**src/rtl/rst_cfg_pkg.sv**
```systemverilog
package rst_cfg_pkg;
  localparam int unsigned CFG_W = 32;
  typedef logic [CFG_W-1:0] cfg_word_t;
endpackage

```
**src/rtl/cfg_sync_pipe.sv**
```systemverilog
module cfg_sync_pipe #(
  parameter int unsigned W       = 1,
  parameter int unsigned STAGES  = 2,
  parameter logic [W-1:0] RST_VAL = '0
) (
  input  logic         clk_i,
  input  logic         rst_i,
  input  logic [W-1:0] d_i,
  output logic [W-1:0] q_o
);
  logic [W-1:0] stg [STAGES];

  for (genvar i = 0; i < STAGES; i++) begin : g_stage
    if (i == 0) begin : g_first
      always_ff @(posedge clk_i) begin
        if (rst_i) stg[0] <= RST_VAL;
        else       stg[0] <= d_i;
      end
    end else begin : g_next
      always_ff @(posedge clk_i) begin
        if (rst_i) stg[i] <= RST_VAL;
        else       stg[i] <= stg[i-1];
      end
    end
  end

  assign q_o = stg[STAGES-1];
endmodule

```
**src/rtl/cfg_edge_detect.sv**
```systemverilog
module cfg_edge_detect (
  input  logic clk_i,
  input  logic rst_i,
  input  logic strb_i,
  input  logic win_i,
  output logic cap_o
);
  logic strb_prev;

  always_ff @(posedge clk_i) begin
    if (rst_i) strb_prev <= 1'b1;
    else       strb_prev <= strb_i;
  end

  assign cap_o = strb_i & ~strb_prev & win_i;

  // a trailing edge yields exactly one capture cycle
  a_r3_single_pulse: assert property (@(posedge clk_i) disable iff (rst_i)
    cap_o |=> !cap_o);
endmodule

```
**src/rtl/cfg_word_store.sv**
```systemverilog
module cfg_word_store
  import rst_cfg_pkg::*;
(
  input  logic      clk_i,
  input  logic      por_i,
  input  logic      cap_i,
  input  cfg_word_t data_i,
  output cfg_word_t word_o
);
  logic loaded;

  always_ff @(posedge clk_i) begin
    if (por_i) begin
      word_o <= '0;
      loaded <= 1'b0;
    end else if (cap_i) begin
      word_o <= data_i;
      loaded <= 1'b1;
    end
  end

  // leaving power-on reset, the word is the zero default
  a_r1_por_clear: assert property (@(posedge clk_i) disable iff (por_i)
    $fell(por_i) |-> word_o == '0);
  // without any capture the word stays zero
  a_r2_zero_unloaded: assert property (@(posedge clk_i) disable iff (por_i)
    !loaded |-> word_o == '0);
  // a capture lands the sampled word
  a_r3_load: assert property (@(posedge clk_i) disable iff (por_i)
    cap_i |=> (word_o == $past(data_i)) && loaded);
  // no capture, no change
  a_r6_hold: assert property (@(posedge clk_i) disable iff (por_i)
    !cap_i |=> $stable(word_o));
endmodule

```
**src/rtl/rst_cfg_latch.sv**
```systemverilog
module rst_cfg_latch
  import rst_cfg_pkg::*;
#(
  parameter int unsigned SYNC_STAGES = 2
) (
  input  logic             clk_i,
  input  logic             por_i,
  input  logic             hrst_i,
  input  logic             cfg_strobe_n_i,
  input  logic [CFG_W-1:0] cfg_data_i,
  output logic [CFG_W-1:0] cfg_word_o
);
  logic      win_raw;
  logic      strb_s;
  logic      win_s;
  cfg_word_t data_s;
  logic      cap;

  assign win_raw = hrst_i & ~por_i;

  cfg_sync_pipe #(.W(1), .STAGES(SYNC_STAGES), .RST_VAL(1'b1)) u_strb_sync (
    .clk_i(clk_i), .rst_i(por_i), .d_i(cfg_strobe_n_i), .q_o(strb_s));

  cfg_sync_pipe #(.W(1), .STAGES(SYNC_STAGES), .RST_VAL(1'b0)) u_win_sync (
    .clk_i(clk_i), .rst_i(por_i), .d_i(win_raw), .q_o(win_s));

  cfg_sync_pipe #(.W(CFG_W), .STAGES(SYNC_STAGES), .RST_VAL('0)) u_data_sync (
    .clk_i(clk_i), .rst_i(por_i), .d_i(cfg_data_i), .q_o(data_s));

  cfg_edge_detect u_edge (
    .clk_i(clk_i), .rst_i(por_i), .strb_i(strb_s), .win_i(win_s), .cap_o(cap));

  cfg_word_store u_store (
    .clk_i(clk_i), .por_i(por_i), .cap_i(cap), .data_i(data_s), .word_o(cfg_word_o));

  // a capture always traces back to an open window
  a_r4_window_only: assert property (@(posedge clk_i) disable iff (por_i)
    cap |-> win_s);
endmodule

```
**config.mk**
```make
export PLATFORM = sky130hd
export DESIGN_NAME = rst_cfg_latch
export DESIGN_NICKNAME = d
export VERILOG_FILES = /design/src/rtl/rst_cfg_pkg.sv /design/src/rtl/cfg_sync_pipe.sv /design/src/rtl/cfg_edge_detect.sv /design/src/rtl/cfg_word_store.sv /design/src/rtl/rst_cfg_latch.sv
export SDC_FILE = /design/constraint.sdc
export NUM_CORES = 1
export LEC_CHECK = 0
export BUFFER_PORTS_ARGS = -buffer_cell sky130_fd_sc_hd__buf_2
export CORE_UTILIZATION = 53
export DETAILED_ROUTE_END_ITERATION = 10
export PLACE_DENSITY = 0.85
export SKIP_CTS_REPAIR_TIMING = 1
export SYNTH_ARGS = -nofsm -noshare
export SYNTH_HDL_FRONTEND = slang
export SYNTH_HIERARCHICAL = 1
export SYNTH_SLANG_ARGS = --single-unit
```
**constraint.sdc**
```tcl
create_clock -name clk_i -period 1.35 [get_ports clk_i]
set_input_delay 0.135 -clock clk_i [delete_from_list [all_inputs] [get_ports clk_i]]
set_output_delay 0.135 -clock clk_i [all_outputs]
set_load 0.02 [all_outputs]
```
### Word level (Yosys, flattened, before mapping)

Memory sizes are Yosys's and may differ from the RTL's. A register that Yosys moved wholly into a read port is not among the register bits.
Index checks and enable logic that the tools add are counted.

| storage, ports and cells | value |
|---|---|
| flip-flop bits (word level) | 1 |
| memory bits (writable) | 68 |
| input port bits | 36 |
| output and inout bits | 32 |
| logic and storage cells | 24 |
| memories kept | 3 |

Memories:

| name | depth | bits a word | rd ports | clocked after memory_dff | wr ports | RTL line | source |
|---|---|---|---|---|---|---|---|
| u_data_sync.stg | 2 | 32 | 2 | 1 | 2 | cfg_sync_pipe.sv:11 | `logic [W-1:0] stg [STAGES];` |
| u_strb_sync.stg | 2 | 1 | 2 | 0 | 2 | cfg_sync_pipe.sv:11 |  |
| u_win_sync.stg | 2 | 1 | 2 | 0 | 2 | cfg_sync_pipe.sv:11 |  |

| operators by class | value |
|---|---|
| multiplexer cells | 9 |
| bitwise gates (word level) | 11 |

Operators by type and width:

| cell | count |
|---|---|
| 2-to-1 mux 32 bit | 2 |
| 2-to-1 mux 1 bit | 7 |
| bitwise OR 1 bit | 6 |
| AND 1 bit | 3 |
| NOT 1 bit | 2 |

### Logic depth before layout (Yosys ltp)

Gate-level depths: netlist of the first run.

| logic depth | value |
|---|---|
| depth in word-level cells | 3 |
| gate-level depth with buffers | 5 |
| depth with buffers taken out | 3 |

### Cells and area by module

The synthesis of the first run kept the hierarchy.

Modules (own cells, without submodules):

| module | times used | cells an instance | area an instance (um^2) | sequential area each (um^2) |
|---|---|---|---|---|
| cfg_sync_pipe at u_data_sync | 1 | 135 | 1918.1 | 1281.2 |
| cfg_word_store | 1 | 103 | 1163.6 | 640.6 |
| cfg_sync_pipe at u_strb_sync ... | 2 | 4 | 52.6 | 40.0 |
| cfg_edge_detect | 1 | 3 | 36.3 | 20.0 |
| rst_cfg_latch | 1 | 1 | 13.8 | 0.0 |

### Worst setup path after synthesis of the first run

Ideal clock, no wire load.

| timing | value |
|---|---|
| path type | reg-to-reg |
| start | reg u_edge.strb_prev |
| end | reg u_store.word_o[0], read port of u_data_sync.stg |
| library setup time | 0.128 ns |
| arrival | 0.971 ns |
| required time | 1.222 ns |
| slack | 0.252 ns |
| cell stages (with the launch flop) | 6 |
| buffers on the path | 2 |
| period minus slack after synthesis | 1.098 ns |
| cell sequence | dfxtp_1 > and3b_2 > buf_6 > buf_12 > mux2i_1 > nor2_1 |

| on the way | value |
|---|---|
| cells in the longest elaborated chain, start to end | 3 |

Ends and longest elaborated chain:

| element | RTL line | source |
|---|---|---|
| start, declared | cfg_edge_detect.sv:8 | `logic strb_prev;` |
| start signal, assigned | cfg_edge_detect.sv:12 | `else strb_prev <= strb_i;` |
| NOT 1 bit | cfg_edge_detect.sv:15 | `assign cap_o = strb_i & ~strb_prev & win_i;` |
| AND 1 bit (2 in a row) | cfg_edge_detect.sv:15 |  |
| named net cap | rst_cfg_latch.sv:17 | `logic cap;` |
| end, declared | cfg_word_store.sv:8 | `output cfg_word_t word_o` |

The timed path passes the listed nets, and every way through them passes these cells.
A chain may end at the register's enable or synchronous reset.

==> results of run 1 <==
## critical path, cell delays in order (launching register included)
cell and delay (ps):
dfxtp_1 350, and3b_2 220, buf_4 230, mux2i_1 230, nor2_1 50
## routing by layer
layer | wire length (microns) | GRT usage | up-vias
met3 | 146 | 0.0341 | 7
met4 | 91 | 0.0964 | 0
met1 | 2200 | 0.177 | 859
met5 | 0 | 0 | -
met2 | 2580 | 0.250 | 36
li1 | - | - | 964
## Yosys cell counts (all sizes together)
library cell	instances
dfxtp	101
nor2b	67
mux2i	32
nor2	32
buf	11
clkbuf	3
or2	3
and3b	1
## layout make-up
cell class | count | area [sq um] | share of cell area
Clock buffer | 14 | 173 | 0.0432
Clock inverter | 1 | 5.00 | 0.00125
Multi-Input combinational cell | 135 | 1050 | 0.261
Sequential cell | 101 | 2020 | 0.505
Tap cell | 75 | 93.8 | 0.0235
Timing Repair Buffer | 96 | 661 | 0.165
## power by group through the flow
stage                     combinational, mW  sequential (mW)  clock (mW)
final                                 0.279             3.09        1.70
after global placement                0.227             3.16           0
after detailed placement              0.231             3.16           0
after floorplan                       0.163             3.16           0
after global routing                  0.303             3.10        1.89
after CTS                             0.232             3.09        1.75
## stage by stage
stage	hold slack, ps	setup slack, ps	total power, mW	cells
6_report	0.218	155	5.07	422
5_1_grt	1.65	71.5	5.30	422
4_1_cts	-23.2	160	5.08	400
3_5_place_dp	337	173	3.39	385
3_3_place_gp	331	226	3.38	385
2_1_floorplan	207	252	3.32	250
## cell families (layout without fill, tap and decap cells)
| logic type | count (synthesis) | count (layout) |
|---|---|---|
| flip-flops | 101 | 101 |
| multiplexers | 32 | 32 |
| buffers and inverters | 14 | 111 |
| AND/OR/NAND/NOR | 103 | 103 |
## how the worst max path moves through the flow
stage / startpoint / cells after the start / endpoint / slack [ps]
finish: u_strb_sync/stg[1]$_DFF_P_ / 4 / u_store/word_o[22]$_SDFFE_PP0P_ / 160
global route: u_strb_sync/stg[1]$_DFF_P_ / 4 / u_store/word_o[27]$_SDFFE_PP0P_ / 70
CTS: u_strb_sync/stg[1]$_DFF_P_ / 4 / u_store/word_o[16]$_SDFFE_PP0P_ / 160
detailed placement: u_edge/strb_prev$_SDFF_PP1_ / 4 / u_store/word_o[16]$_SDFFE_PP0P_ / 170
global placement: u_edge/strb_prev$_SDFF_PP1_ / 4 / u_store/word_o[16]$_SDFFE_PP0P_ / 230
floorplan: u_edge/strb_prev$_SDFF_PP1_ / 5 / u_store/word_o[0]$_SDFFE_PP0P_ / 250
## sequential cells by signal (all words and copies together) (netlist names)
signal / count
u_edge/strb_prev: 1
u_win_sync/stg: 2
u_data_sync/stg: 64
u_store/word_o: 32
u_strb_sync/stg: 2
==> impl_metrics.ini, run 1 <==
[setup_path]
end_kind = flip-flop
arrival_ps = 1430
required_ps = 1580
rr_endpoint = u_store/word_o[22]$_SDFFE_PP0P_
rrSetupSlack_ps = 160
critical_path_class = reg2reg
worst_setup_path_start_kind = flip-flop
worst-path-max-fanout = 11
worstRegToRegCells = 4
r2r-start = u_strb_sync/stg[1]$_DFF_P_

[route]
avgViaCountPerCell = 4.42
drc = 0
num_vias = 1866
drt_wl_total_microns = 5020
drt_iter0_markers = 66
dr.pass1.iters = 4
wl_per_cell_microns = 11.9
ant_nets = 0

[worst_hold_path]
hold_start = cfg_data_i[18]
holdPathEnd = u_data_sync/stg[0][18]$_SDFF_PP0_
min_path_cells = 2
worstHoldPathType = in2reg

[clock_network]
cts_sinks = 101
clockBufferDepth = 2
cts_tree = built
clkSlewWorstSetupHoldPaths_ps = 90
cts_inserted_buffers = 9
clk_latency_ps = 340
root_buffer = clkbuf_8
cts-htree-levels = 3

[power]
switchingPower_mw = 1.01
p_leak_nw = 1.68
irDropWorstVdd_v = 0.000764
p_per_area_nw_per_um2 = 1270
sw_frac_of_total = 0.200
power_frac_comb = 0.055
p_int_mw = 4.06
clock_power_share = 0.335
seq_power_share = 0.610

[grt]
track_usage = 0.152
antenna_found_initial = 0
grt_pass1_wl_microns = 7220
grt_max_degree = 37
overflow = 0
grt_pass1_vias = 1658

[die]
placementRows = 28
die-area_sq_um = 6420
io_pins = 68
initial_core_util = 0.547
die_h_microns = 80.2
core_area_sq_um = 5920
die_w_microns = 80.2

[yosys]
synth_cell_type_count = 12
synth.area.top_cells = dfxtp_1, nor2b_2, mux2i_1
synth-xor-area-share = 0
synth_largest_area_cell = dfxtp_1
synth_mux_area_frac = 0.0990
syn_area_sq_um = 3240
ys_ff_latch = 101
synthSimpleGateAreaFrac = 0.224
ys_seq_area_frac = 0.625
synthCells = 250
synth_top_area_share = 0.625
syn_area_per_cell_sq_um = 12.9
synth-compound-area-share = 0
syn-num-nets = 286
synth_fa_ha_area_frac = 0
synth_top_family_by_area = simple AND/OR/NAND/NOR gates
ys_warn_count = 6

[sta]
worstMarginPinSlew_ps = 467
rsz0062_at_grt = no
slew_headroom = 0.689
finalClockSkew_ps = 4.22
period_share = 0.885
hold_viol_final = 0
slew_viol_final = 0
fin_crit_ps = 1190
setup_tns_ps = 0
max_freq_ghz = 0.837
setup_viol = 0

[finish]
mostFrequentLayoutCell = dfxtp_1
final_nets = 379
drive_above_1_share = 0.429
diodes = 0
final_cell_mix = dfxtp_1, buf_2, nor2b_2
area_growth_pct = 23.6
fillCellCount = 451
final_util = 0.676
fin_area_sq_um = 4000

[placed_design]
io_buffers = 67
post_dp_cell_area_sq_um = 3600
gp_congestion = 0.720
dp_hpwl_microns = 3130

[outcome]
status = complete, no violations

[job]
maxCapViolCount = 0
No activity file was read; power rests on OpenSTA's default activity.
==> inputs of run 2 (changes only) <==
--- a/config.mk
+++ b/config.mk
@@ -6,9 +6,10 @@
 export NUM_CORES = 1
 export LEC_CHECK = 0
 export BUFFER_PORTS_ARGS = -buffer_cell sky130_fd_sc_hd__buf_2
-export CORE_UTILIZATION = 53
+export CORE_MARGIN = 4
+export CORE_UTILIZATION = 55
 export DETAILED_ROUTE_END_ITERATION = 10
-export PLACE_DENSITY = 0.85
+export PLACE_DENSITY = 0.87
 export SKIP_CTS_REPAIR_TIMING = 1
 export SYNTH_ARGS = -nofsm -noshare
 export SYNTH_HDL_FRONTEND = slang
==> constraint.sdc (replaced) <==
create_clock -name clk_i -period 1.4 [get_ports clk_i]
set_input_delay 0.14 -clock clk_i [delete_from_list [all_inputs] [get_ports clk_i]]
set_output_delay 0.14 -clock clk_i [all_outputs]
set_load 0.02 [all_outputs]
==> impl_metrics.ini, run 2 (same netlist as run 1, synthesis figures left out) <==
[power]
power_frac_comb = 0.047
p_leak_nw = 1.67
irDropWorstVdd_v = 0.000939
p_int_mw = 4.22
p_per_area_nw_per_um2 = 1330
seq_power_share = 0.566
sw_frac_of_total = 0.199
clock_power_share = 0.387
switchingPower_mw = 1.05

[clock_network]
clk_latency_ps = 340
cts_tree = built
cts_inserted_buffers = 9
cts_sinks = 101
cts-htree-levels = 3
root_buffer = clkbuf_8
clockBufferDepth = 2
clkSlewWorstSetupHoldPaths_ps = 90

[finish]
final_cell_mix = dfxtp_1, buf_2, nor2b_2
diodes = 0
top_register = u_data_sync/stg
top_regs = u_data_sync/stg: 64 flops, u_store/word_o: 32 flops
area_growth_pct = 22.4
mostFrequentLayoutCell = dfxtp_1
largest_reg_flops = 64
seq_area_sq_um = 2020
final_util = 0.706
drive_above_1_share = 0.448
multiInputGateArea_sq_um = 1050
fillCellCount = 426
final_nets = 370

[setup_path]
worst_setup_path_start_kind = flip-flop
critical_path_class = reg2reg
end_kind = flip-flop
arrival_ps = 1430
worst-path-max-fanout = 12
required_ps = 1610

[outcome]
status = complete, no violations

[grt]
antenna_found_initial = 0
overflow = 0
track_usage = 0.147
grt_pass1_vias = 1830
grt_pass1_wl_microns = 8360
grt_max_degree = 40

[die]
placementRows = 27
initial_core_util = 0.577
io_pins = 68
die-area_sq_um = 7180
die_h_microns = 84.7
die_w_microns = 84.7
core_area_sq_um = 5610

[sta]
setup_tns_ps = 0
finalClockSkew_ps = 8.72
worstMarginPinSlew_ps = 494
slew_headroom = 0.670
slew_viol_final = 0
hold_ws_ps = 2.22
fin_crit_ps = 1210
max_freq_ghz = 0.825
setup_viol = 0
hold_viol_final = 0
rsz0062_at_grt = no
period_share = 0.866

[route]
drc = 0
ant_nets = 0
num_vias = 1857
dr.pass1.iters = 4
wl_per_cell_microns = 12.2
drt_wl_total_microns = 5020
avgViaCountPerCell = 4.52
drt_iter0_markers = 47

[job]
maxCapViolCount = 0

[worst_hold_path]
worstHoldPathType = in2reg

[placed_design]
dp_hpwl_microns = 3400
gp_congestion = 0.663
io_buffers = 67
## run 2: metrics by stage
step	area [sq um]	power (mW)	setup slack [ps]	cells
finish	3960	5.27	188	411
CTS	3830	5.29	177	398
global placement	3600	3.26	242	382
detailed placement	3600	3.27	188	382
global route	3960	5.48	102	411
floorplan	3240	3.20	302	250
## run 2: metal layers
layer / vias up / share of wire / GRT usage / routed length [microns]
met1: 865 / 0.42 / 0.178 / 2120
met4: 0 / 0.013 / 0.0777 / 64
met3: 9 / 0.045 / 0.0314 / 227
met5: - / 0 / 0 / 0
met2: 37 / 0.52 / 0.244 / 2610
li1: 946 / - / - / -
## run 2: path summary, 6_finish.rpt
path | depth (start not counted) | slack, ps | to | start
min reg2reg | 1 | 440 | u_strb_sync/stg[1]$_DFF_P_ | u_strb_sync/stg[0]$_DFF_P_
max reg2reg | 4 | 190 | u_store/word_o[27]$_SDFFE_PP0P_ | u_edge/strb_prev$_SDFF_PP1_
min | 2 | 2 | u_data_sync/stg[0][23]$_SDFF_PP0_ | cfg_data_i[23]
max | 4 | 190 | u_store/word_o[27]$_SDFFE_PP0P_ | u_edge/strb_prev$_SDFF_PP1_
## run 2: power by group through the flow
stage	Clock [mW]	Sequential (mW)	Combinational, mW
after floorplan	0	3.04	0.157
after global placement	0	3.04	0.220
after detailed placement	0	3.05	0.224
after CTS	2.08	2.98	0.226
after global routing	2.21	2.99	0.276
final	2.04	2.98	0.249
## run 2: cell type report
cell class              count  area share
clock buffers              11      0.0382
clock inverters             5      0.0205
multi-input cells         135       0.264
flip-flops and latches    101       0.510
well taps                  72      0.0227
repair buffers             87       0.144
## run 2: worst max-delay path, cell delays in order (launching register included)
cell,delay [ps]
dfxtp_1,300
and3b_2,250
buf_4,250
mux2i_1,230
nor2_1,60
==> inputs of run 3 (changes only) <==
--- a/config.mk
+++ b/config.mk
@@ -9,9 +9,9 @@
 export CORE_MARGIN = 4
 export CORE_UTILIZATION = 55
 export DETAILED_ROUTE_END_ITERATION = 10
-export PLACE_DENSITY = 0.87
+export GPL_TIMING_DRIVEN = 0
+export PLACE_DENSITY = 0.8
 export SKIP_CTS_REPAIR_TIMING = 1
 export SYNTH_ARGS = -nofsm -noshare
 export SYNTH_HDL_FRONTEND = slang
-export SYNTH_HIERARCHICAL = 1
 export SYNTH_SLANG_ARGS = --single-unit
==> impl_metrics.ini, run 3 <==
[clock_network]
clkSlewWorstSetupHoldPaths_ps = 100
cts-htree-levels = 3
cts_tree = built
cts_sinks = 101
clk_latency_ps = 360
clockBufferDepth = 2
root_buffer = clkbuf_8
cts_inserted_buffers = 9

[setup_path]
rr_endpoint = u_store.word_o[3]$_SDFFE_PP0P_
worst_setup_path_start_kind = flip-flop
crit_chain = and3b_1, buf_6, buf_6, mux2i_1
cp_common_cell = buf_6
r2r-start = u_strb_sync.stg[1]$_DFF_P_
required_ps = 1670
end_kind = flip-flop
arrival_ps = 1410
worstRegToRegCells = 4
max_stage_delay_ps = 350
rrSetupSlack_ps = 260
cp_slowest_cell = dfxtp_1
worst-path-max-fanout = 10
critical_path_class = reg2reg

[power]
finalPower_mw = 5.03
irDropWorstVdd_v = 0.000735
p_leak_nw = 1.65
p_per_area_nw_per_um2 = 1250

[job]
maxCapViolCount = 0

[finish]
final_cell_mix = dfxtp_1, buf_2, nor2b_1
top_register = u_data_sync.stg
final_nets = 408
stdcell_count = 449
largest_reg_flops = 64
diodes = 0
area_growth_pct = 21.9
top_regs = u_data_sync.stg: 64 flops, u_store.word_o: 32 flops
drive_above_1_share = 0.247
final_util = 0.709
mostFrequentLayoutCell = dfxtp_1

[grt]
grt_pass1_vias = 1998
grt_pass1_wl_microns = 9010
grt_max_degree = 17
antenna_found_initial = 0
track_usage = 0.159
overflow = 0

[outcome]
violations = hold timing
status = finished with violations

[sta]
worstMarginPinSlew_ps = 387
finalClockSkew_ps = 11.9
period_share = 0.813
max_freq_ghz = 0.878
slew_headroom = 0.742
hold_ws_ps = -14.4
slew_viol_final = 0
setup_viol = 0
rsz0062_at_grt = no
hold_viol_final = 14
fin_crit_ps = 1140
setup_tns_ps = 0

[worst_hold_path]
hold_start = cfg_data_i[8]
min_path_cells = 2
worstHoldPathType = in2reg
holdPathEnd = u_data_sync.stg[0][8]$_SDFF_PP0_

[route]
num_vias = 2007
dr.pass1.iters = 4
drc = 0
wl_per_cell_microns = 12.0
ant_nets = 0
avgViaCountPerCell = 4.47
drt_wl_total_microns = 5380
drt_iter0_markers = 46

[die]
die-area_sq_um = 7300
die_w_microns = 85.5
initial_core_util = 0.581
core_area_sq_um = 5680
placementRows = 27
io_pins = 68
die_h_microns = 85.5

[yosys]
syn_area_sq_um = 3300
yosys-top-cells-count = dfxtp_1, nor2b_1, nand2b_1
synth.most_common_cell = dfxtp_1
synth_top_area_share = 0.613
async_reset_ff_frac = 0
synthSimpleGateAreaFrac = 0.255
synth.area.top_cells = dfxtp_1, nor2b_1, nand2b_1
synth-compound-area-share = 0
synth_mux_area_frac = 0.0971
ys_seq_area_frac = 0.613
ys_ff_latch = 101
synth_edf_count = 0
ys_warn_count = 0
synth-xor-area-share = 0
ys.flop_type = dfxtp_1
syn_area_per_cell_sq_um = 11.6
syn-num-nets = 321
synth_cell_type_count = 10
synth_top_family_by_area = simple AND/OR/NAND/NOR gates
synth_fa_ha_area_frac = 0
synth_largest_area_cell = dfxtp_1
synthCells = 285

[placed_design]
gp_congestion = 0.716
post-place-cells = 423
io_buffers = 66
dp_hpwl_microns = 3720
## run 3: changes by cell type after synthesis, moves of 2 or more
cell / delta
nor2b_1: +60
nor2_1: -32
buf_2: +6
nor2b_2: -60
clkbuf_1: +3
buf_12: -3
buf_8: -2
nand2b_1: +64
## run 3: per-stage QoR
step / setup slack (ps) / area (sq um)
after global routing: 198 / 4020
after floorplan: 417 / 3300
after global placement: 348 / 3720
after detailed placement: 284 / 3720
final: 261 / 4020
after CTS: 245 / 3920
## run 3: cells by family (layout without fill, tap and decap cells)
| kind of cell | Yosys count | count (layout) |
|---|---|---|
| muxes | 32 | 32 |
| buffers and inverters | 18 | 110 |
| DFF | 101 | 101 |
| and+or+nand+nor | 134 | 134 |
## run 3: per-layer routing
metal | vias to the layer above | track usage | share of wire
li1 | 1056 | - | -
met1 | 897 | 0.188 | 0.45
met2 | 45 | 0.267 | 0.48
met3 | 9 | 0.0320 | 0.050
met4 | 0 | 0.0950 | 0.020
met5 | - | 0 | 0
## run 3: where the power goes
part           switching, mW  internal (mW)
Combinational         0.0939          0.146
Sequential            0.0185           2.96
Clock                  0.932          0.879
## run 3: critical path: cells and delay by family, from the launching register on
| kind | cells | cell delay, ps |
|---|---|---|
| buf+inv | 2 | 300 |
| flops | 1 | 350 |
| mux | 1 | 210 |
| simple gates | 1 | 190 |
## run 3: worst max path at each step
stage                                     start                         endpoint  slack (ps)  cells after the start
floorplan           u_edge.strb_prev$_SDFF_PP1_   u_store.word_o[0]$_SDFFE_PP0P_         420                      4
finish               u_strb_sync.stg[1]$_DFF_P_   u_store.word_o[3]$_SDFFE_PP0P_         260                      4
detailed placement   u_strb_sync.stg[1]$_DFF_P_  u_store.word_o[22]$_SDFFE_PP0P_         280                      4
global placement    u_edge.strb_prev$_SDFF_PP1_  u_store.word_o[16]$_SDFFE_PP0P_         350                      4
global route         u_strb_sync.stg[1]$_DFF_P_  u_store.word_o[30]$_SDFFE_PP0P_         200                      4
CTS                  u_strb_sync.stg[1]$_DFF_P_   u_store.word_o[3]$_SDFFE_PP0P_         240                      4
## run 3: final cells by class
| cell class | count | area [sq um] |
|---|---|---|
| repair buffers | 76 | 430 |
| clock inverters | 5 | 60.1 |
| well taps | 72 | 90.1 |
| multi-input cells | 166 | 1160 |
| fillers | 424 | 1650 |
| clock buffers | 11 | 141 |
| plain buffers | 18 | 116 |
| flip-flops and latches | 101 | 2020 |
